**config.mk**
```make
export PLATFORM = sky130hd
export DESIGN_NAME = dbg_sync_meter
export DESIGN_NICKNAME = d
export VERILOG_FILES = /design/src/rtl/dsm_pkg.sv /design/src/rtl/dsm_line_sync.sv /design/src/rtl/dsm_ctrl.sv /design/src/rtl/dsm_low_timer.sv /design/src/rtl/dbg_sync_meter.sv
export SDC_FILE = /design/constraint.sdc
export NUM_CORES = 1
export LEC_CHECK = 0
export CORE_UTILIZATION = 60
export DETAILED_ROUTE_END_ITERATION = 10
export DONT_BUFFER_PORTS = 1
export PLACE_DENSITY_LB_ADDON = 0.05
export REMOVE_ABC_BUFFERS = 1
export SYNTH_ARGS = -nofsm -noshare
export SYNTH_HDL_FRONTEND = slang
export SYNTH_HIERARCHICAL = 1
export SYNTH_SLANG_ARGS = --single-unit
```
**constraint.sdc**
```tcl
create_clock -name clk -period 5.2 [get_ports clk]
set_input_delay 0.52 -clock clk [delete_from_list [all_inputs] [get_ports clk]]
set_output_delay 0.52 -clock clk [all_outputs]
set_load 0.02 [all_outputs]
```
**src/rtl/dsm_pkg.sv**
```systemverilog
package dsm_pkg;
  typedef enum logic [2:0] {
    ST_IDLE = 3'd0,
    ST_REQ  = 3'd1,
    ST_SPD  = 3'd2,
    ST_WAIT = 3'd3,
    ST_LOW  = 3'd4
  } dsm_state_e;
endpackage

```
**src/rtl/dsm_line_sync.sv**
```systemverilog
module dsm_line_sync (
  input  logic clk,
  input  logic rst_n,
  input  logic line_i,
  output logic lvl_o,
  output logic fall_o
);
  logic meta_q, sync_q, prev_q;

  always_ff @(posedge clk or negedge rst_n) begin
    if (!rst_n) begin
      meta_q <= 1'b1;
      sync_q <= 1'b1;
      prev_q <= 1'b1;
    end else begin
      meta_q <= line_i;
      sync_q <= meta_q;
      prev_q <= sync_q;
    end
  end

  assign lvl_o  = sync_q;
  assign fall_o = prev_q & ~sync_q;
endmodule

```
**src/rtl/dsm_ctrl.sv**
```systemverilog
module dsm_ctrl
  import dsm_pkg::*;
#(
  parameter int REQ_LEN  = 25600,
  parameter int SPD_LEN  = 1,
  parameter int WAIT_MAX = 4096
) (
  input  logic clk,
  input  logic rst_n,
  input  logic start_i,
  input  logic lvl_i,
  input  logic fall_i,
  input  logic low_full_i,
  output logic oe_o,
  output logic do_o,
  output logic busy_o,
  output logic done_o,
  output logic timeout_o,
  output logic low_start_o,
  output logic low_inc_o,
  output logic capture_o
);
  localparam int PH_MAX = (REQ_LEN > WAIT_MAX) ? REQ_LEN : WAIT_MAX;
  localparam int PH_W   = $clog2(PH_MAX + 1);

  dsm_state_e state_q, state_d;
  logic [PH_W-1:0] ph_q, ph_d;
  logic done_q, done_d, tmo_q, tmo_d;
  logic accept;

  assign accept = (state_q == ST_IDLE) && start_i;

  always_comb begin
    state_d     = state_q;
    ph_d        = ph_q;
    done_d      = done_q;
    tmo_d       = tmo_q;
    low_start_o = 1'b0;
    low_inc_o   = 1'b0;
    capture_o   = 1'b0;
    unique case (state_q)
      ST_IDLE: if (accept) begin
        state_d = ST_REQ;
        ph_d    = '0;
        done_d  = 1'b0;
        tmo_d   = 1'b0;
      end
      ST_REQ: begin
        if (ph_q == PH_W'(REQ_LEN - 1)) begin
          state_d = ST_SPD;
          ph_d    = '0;
        end else ph_d = ph_q + 1'b1;
      end
      ST_SPD: begin
        if (ph_q == PH_W'(SPD_LEN - 1)) begin
          state_d = ST_WAIT;
          ph_d    = '0;
        end else ph_d = ph_q + 1'b1;
      end
      ST_WAIT: begin
        if (fall_i) begin
          state_d     = ST_LOW;
          low_start_o = 1'b1;
        end else if (ph_q == PH_W'(WAIT_MAX - 1)) begin
          state_d = ST_IDLE;
          tmo_d   = 1'b1;
        end else ph_d = ph_q + 1'b1;
      end
      ST_LOW: begin
        if (lvl_i) begin
          state_d   = ST_IDLE;
          done_d    = 1'b1;
          capture_o = 1'b1;
        end else if (low_full_i) begin
          state_d = ST_IDLE;
          tmo_d   = 1'b1;
        end else low_inc_o = 1'b1;
      end
      default: state_d = ST_IDLE;
    endcase
  end

  always_ff @(posedge clk or negedge rst_n) begin
    if (!rst_n) begin
      state_q <= ST_IDLE;
      ph_q    <= '0;
      done_q  <= 1'b0;
      tmo_q   <= 1'b0;
    end else begin
      state_q <= state_d;
      ph_q    <= ph_d;
      done_q  <= done_d;
      tmo_q   <= tmo_d;
    end
  end

  assign oe_o      = (state_q == ST_REQ) || (state_q == ST_SPD);
  assign do_o      = (state_q == ST_SPD);
  assign busy_o    = (state_q != ST_IDLE);
  assign done_o    = done_q;
  assign timeout_o = tmo_q;

  // every drive episode opens with the low request
  p_req_starts_low_r2: assert property (@(posedge clk) disable iff (!rst_n)
    $rose(oe_o) |-> !do_o);
  // the line is only released after being driven high
  p_release_after_high_r3: assert property (@(posedge clk) disable iff (!rst_n)
    $fell(oe_o) |-> $past(do_o));
  // the two end flags exclude each other
  p_flags_exclusive_r7: assert property (@(posedge clk) disable iff (!rst_n)
    !(done_o && timeout_o));
  // a start while busy does not restart the run
  p_start_ignored_r8: assert property (@(posedge clk) disable iff (!rst_n)
    (busy_o && start_i && !oe_o) |=> !oe_o);
endmodule

```
**src/rtl/dsm_low_timer.sv**
```systemverilog
module dsm_low_timer #(
  parameter int CNT_W   = 16,
  parameter int LOW_MAX = 60000
) (
  input  logic             clk,
  input  logic             rst_n,
  input  logic             low_start_i,
  input  logic             low_inc_i,
  input  logic             capture_i,
  output logic             low_full_o,
  output logic [CNT_W-1:0] count_o,
  output logic [CNT_W-1:0] period_o
);
  localparam int          SHIFT = 7;
  localparam logic [CNT_W:0] HALF = (CNT_W + 1)'(1 << (SHIFT - 1));

  logic [CNT_W-1:0] cnt_q, cnt_d;
  logic [CNT_W-1:0] res_q, per_q;
  logic [CNT_W:0]   rounded;

  always_comb begin
    cnt_d = cnt_q;
    if (low_start_i)    cnt_d = CNT_W'(1);
    else if (low_inc_i) cnt_d = cnt_q + 1'b1;
  end

  assign rounded    = ({1'b0, cnt_q} + HALF) >> SHIFT;
  assign low_full_o = (cnt_q == CNT_W'(LOW_MAX));

  always_ff @(posedge clk or negedge rst_n) begin
    if (!rst_n) begin
      cnt_q <= '0;
      res_q <= '0;
      per_q <= '0;
    end else begin
      cnt_q <= cnt_d;
      if (capture_i) begin
        res_q <= cnt_q;
        per_q <= rounded[CNT_W-1:0];
      end
    end
  end

  assign count_o  = res_q;
  assign period_o = per_q;

  // the live low counter never passes its limit
  p_low_bound_r7: assert property (@(posedge clk) disable iff (!rst_n)
    cnt_q <= CNT_W'(LOW_MAX));
  // a captured measurement is never zero
  p_capture_nonzero_r4: assert property (@(posedge clk) disable iff (!rst_n)
    capture_i |=> count_o != '0);
endmodule

```
**src/rtl/dbg_sync_meter.sv**
```systemverilog
module dbg_sync_meter #(
  parameter int CNT_W    = 16,
  parameter int REQ_LEN  = 25600,
  parameter int SPD_LEN  = 1,
  parameter int WAIT_MAX = 4096,
  parameter int LOW_MAX  = 60000
) (
  input  logic             clk,
  input  logic             rst_n,
  input  logic             start_i,
  input  logic             line_i,
  output logic             line_oe_o,
  output logic             line_do_o,
  output logic             busy_o,
  output logic             done_o,
  output logic             timeout_o,
  output logic [CNT_W-1:0] low_count_o,
  output logic [CNT_W-1:0] period_o
);
  logic lvl, fall, low_full, low_start, low_inc, capture;

  dsm_line_sync u_sync (
    .clk(clk), .rst_n(rst_n), .line_i(line_i), .lvl_o(lvl), .fall_o(fall)
  );

  dsm_ctrl #(.REQ_LEN(REQ_LEN), .SPD_LEN(SPD_LEN), .WAIT_MAX(WAIT_MAX)) u_ctrl (
    .clk(clk), .rst_n(rst_n), .start_i(start_i), .lvl_i(lvl), .fall_i(fall),
    .low_full_i(low_full), .oe_o(line_oe_o), .do_o(line_do_o), .busy_o(busy_o),
    .done_o(done_o), .timeout_o(timeout_o), .low_start_o(low_start),
    .low_inc_o(low_inc), .capture_o(capture)
  );

  dsm_low_timer #(.CNT_W(CNT_W), .LOW_MAX(LOW_MAX)) u_timer (
    .clk(clk), .rst_n(rst_n), .low_start_i(low_start), .low_inc_i(low_inc),
    .capture_i(capture), .low_full_o(low_full), .count_o(low_count_o),
    .period_o(period_o)
  );

  // nothing is driven while idle
  p_idle_released_r1: assert property (@(posedge clk) disable iff (!rst_n)
    !busy_o |-> !line_oe_o);
endmodule

```
==> flow_summary.json <==
{
  "status": "finished clean",
  "grt_first_pass_wirelength_mm": 11.1,
  "n_antenna_cell": 0,
  "ctsHoldBuffers": 1,
  "clkLatencyLatePin_ps": 340,
  "cp.required_ps": 5460,
  "cp-start-kind": "flip-flop",
  "tightestPinTransition_ps": 613,
  "io_pins": 41,
  "dieArea_mm2": 0.00585,
  "p_per_area_mw_per_mm2": 419,
  "htree_levels": 3,
  "grt_overflow": 0,
  "reg2reg_slack_ps": 2160,
  "arrival_ps": 3300,
  "yosysMostFrequentCell": "dfrtp_1",
  "wirelength_mm": 6.34,
  "dp.cells": 374,
  "cp_max_fo": 7,
  "drt-vias-per-instance": 5.98,
  "hp-class": "input port to asynchronous set/reset pin",
  "cts_setup_buffers": 0,
  "cts_buffers": 9,
  "relSlewSlack": 0.591,
  "hold_violations": 0,
  "hold_slack_ps": 20.0,
  "ys_async_sr_fraction": 1.00,
  "drt_iter0_markers": 192,
  "rsz0062_at_grt": "no",
  "hpwlAfterDp_mm": 4.22,
  "cts-root-buf": "clkbuf_8",
  "worstSetupEndpointType": "flip-flop",
  "r2r_end": "u_timer/cnt_q[15]",
  "synth_common_cells": "dfrtp_1 (62), nor2_1 (31), nand2_1 (19), a21oi_1 (17), mux2_2 (17)",
  "cp-startpoint": "u_timer/cnt_q[0]",
  "postLayoutCellArea_mm2": 0.00357,
  "ys_seq_elements": 65,
  "place_area_mm2": 0.00331,
  "crit_type": "flip-flop to flip-flop",
  "finalNonFillerCells": 392,
  "die_y_um": 76.5,
  "finalNetCount": 327,
  "drv_cap": 0,
  "tns_ps": 0,
  "ir_drop_mv": 0.191,
  "via_count": 2345,
  "grt.total_usage": 0.245,
  "fillers": 425,
  "core_area_mm2": 0.00524,
  "drc_errors": 0,
  "synthCells": 321,
  "dr.pass1.iters": 4,
  "antenna_found_initial": 0,
  "cp-endpoint": "u_timer/cnt_q[15]",
  "cts_max_path_buffers": 2,
  "r2r_start": "u_timer/cnt_q[0]",
  "clk_pin_slew_worst_paths_ps": 70,
  "synth_edf_count": 0,
  "dieWidth_um": 76.5,
  "drive_above_1_share": 0.140,
  "synth_top_area_frac": 0.466,
  "start_util": 0.635,
  "synth_seq_area_share": 0.490,
  "ys_warn_count": 6,
  "cts_sinks": 65,
  "place_congestion": 0.818,
  "period_share": 0.585,
  "synth_ff_type": "dfrtp_1",
  "first_global_vias": 2263,
  "max_freq_ghz": 0.329,
  "fin_skew_ps": 5.38,
  "wl_per_cell_um": 16.2,
  "ant_nets": 0,
  "yosysTopAreaCell": "dfrtp_1",
  "io_buffers": 0,
  "reg2reg_depth": 11,
  "maxSlewViolCount": 0,
  "synth_area_leaders": "dfrtp_1 (47%), mux2_2 (5.8%), xnor2_1 (4.2%)",
  "finalSetupViolCount": 0,
  "grt_max_degree": 63,
  "placementRows": 26,
  "syn_avg_cell_area_um2": 10.4,
  "synth_cell_type_count": 58,
  "netlist_area_mm2": 0.00333,
  "leakage_nw": 1.55,
  "cts_tree": "yes",
  "area_delta_synth_final_pct": 7.37,
  "fin_crit_ps": 3040,
  "cts_resized": 0
}
-- power breakdown --
group | internal, mW | switching (mW)
registers | 0.572 | 0.122
clock network | 0.297 | 0.178
logic | 0.110 | 0.217
total | 0.979 | 0.517
-- routing by layer --
metal	vias to the layer above	part of all wire	GRT usage
met1	1151	0.50	0.369
li1	1123	-	-
met5	-	0	0
met3	9	0.058	0.0587
met2	62	0.42	0.323
met4	0	0.015	0.131
-- through the flow --
| step | total power, mW | utilization | setup slack (ps) |
|---|---|---|---|
| after CTS | 1.51 | 0.680 | 2150 |
| final | 1.50 | 0.682 | 2160 |
| after global placement | 1.01 | 0.632 | 2270 |
| after global routing | 1.59 | 0.682 | 2010 |
| after detailed placement | 1.02 | 0.632 | 2180 |
| after floorplan | 0.933 | - | 2430 |
-- cell type report --
cell class / instances / area, um^2 / share of cell area
tap: 70 / 87.6 / 0.0245
inverter: 13 / 48.8 / 0.0137
sequential: 65 / 1630 / 0.456
timing repair buffer: 3 / 45.0 / 0.0126
clock inverter: 2 / 60.1 / 0.0168
clock buffer: 14 / 163 / 0.0455
multi-input combinational: 225 / 1540 / 0.430
-- flip-flops by register name, indices dropped and copies added, names as in the netlist --
register	count
u_timer/count_o	16
u_ctrl/done_o	1
u_sync/prev_q	1
u_sync/lvl_o	1
u_ctrl/state_q	3
u_ctrl/timeout_o	1
u_sync/meta_q	1
u_ctrl/ph_q	15
u_timer/cnt_q	16
u_timer/period_o	10
-- cells by family (layout without fill, tap and decap cells) --
kind of cell | count (synthesis) | after routing | synth area share
fa+ha+maj | 6 | 6 | 0.0226
mux | 19 | 19 | 0.0636
xor+xnor | 25 | 25 | 0.0658
compound gates | 51 | 51 | 0.101
simple gates | 118 | 118 | 0.202
flops | 65 | 65 | 0.490
other cells | 1 | 6 | 0.00113
buf+inv | 36 | 32 | 0.0534
-- worst max-delay path: stages (launching register included) --
cell and delay, ps:
dfrtp_1 450, inv_1 70, ha_1 190, and4bb_2 210, nand4_1 90, nor2_1 60
or3_1 420, inv_1 220, o2111ai_2 210, or4b_4 570, or3_1 320, a21oi_1 150
-- worst min-delay path by stage --
stage / endpoint / start / cells past startpoint
finish: u_sync/meta_q / rst_n / 0
global route: u_sync/meta_q / rst_n / 0
CTS: u_sync/prev_q / rst_n / 0
detailed placement: u_timer/period_o[8] / rst_n / 0
global placement: u_timer/period_o[6] / rst_n / 0
floorplan: u_ctrl/done_o / rst_n / 0
-- placed cells by master, fill, tap and decap left out, drive strengths merged, types with 2 or more instances in the layout --
cell type and count:
and3 4, inv 13, o21ai 13, dfstp 3
a21o 3, o32ai 2, nor4 4, bufinv 2
a211oi 2, or4 2, o31ai 2, xor2 9
nor2 31, mux2 17, dfrtp 62, o2111ai 2
and4 2, nand4 13, clkbuf 14, or3 9
a21oi 18, nand2 19, conb 6, xnor2 16
nor3 7, nand3b 2, nand3 10, ha 6
buf 2, mux2i 2, nor3b 5
(Power assumes the default switching activity.)
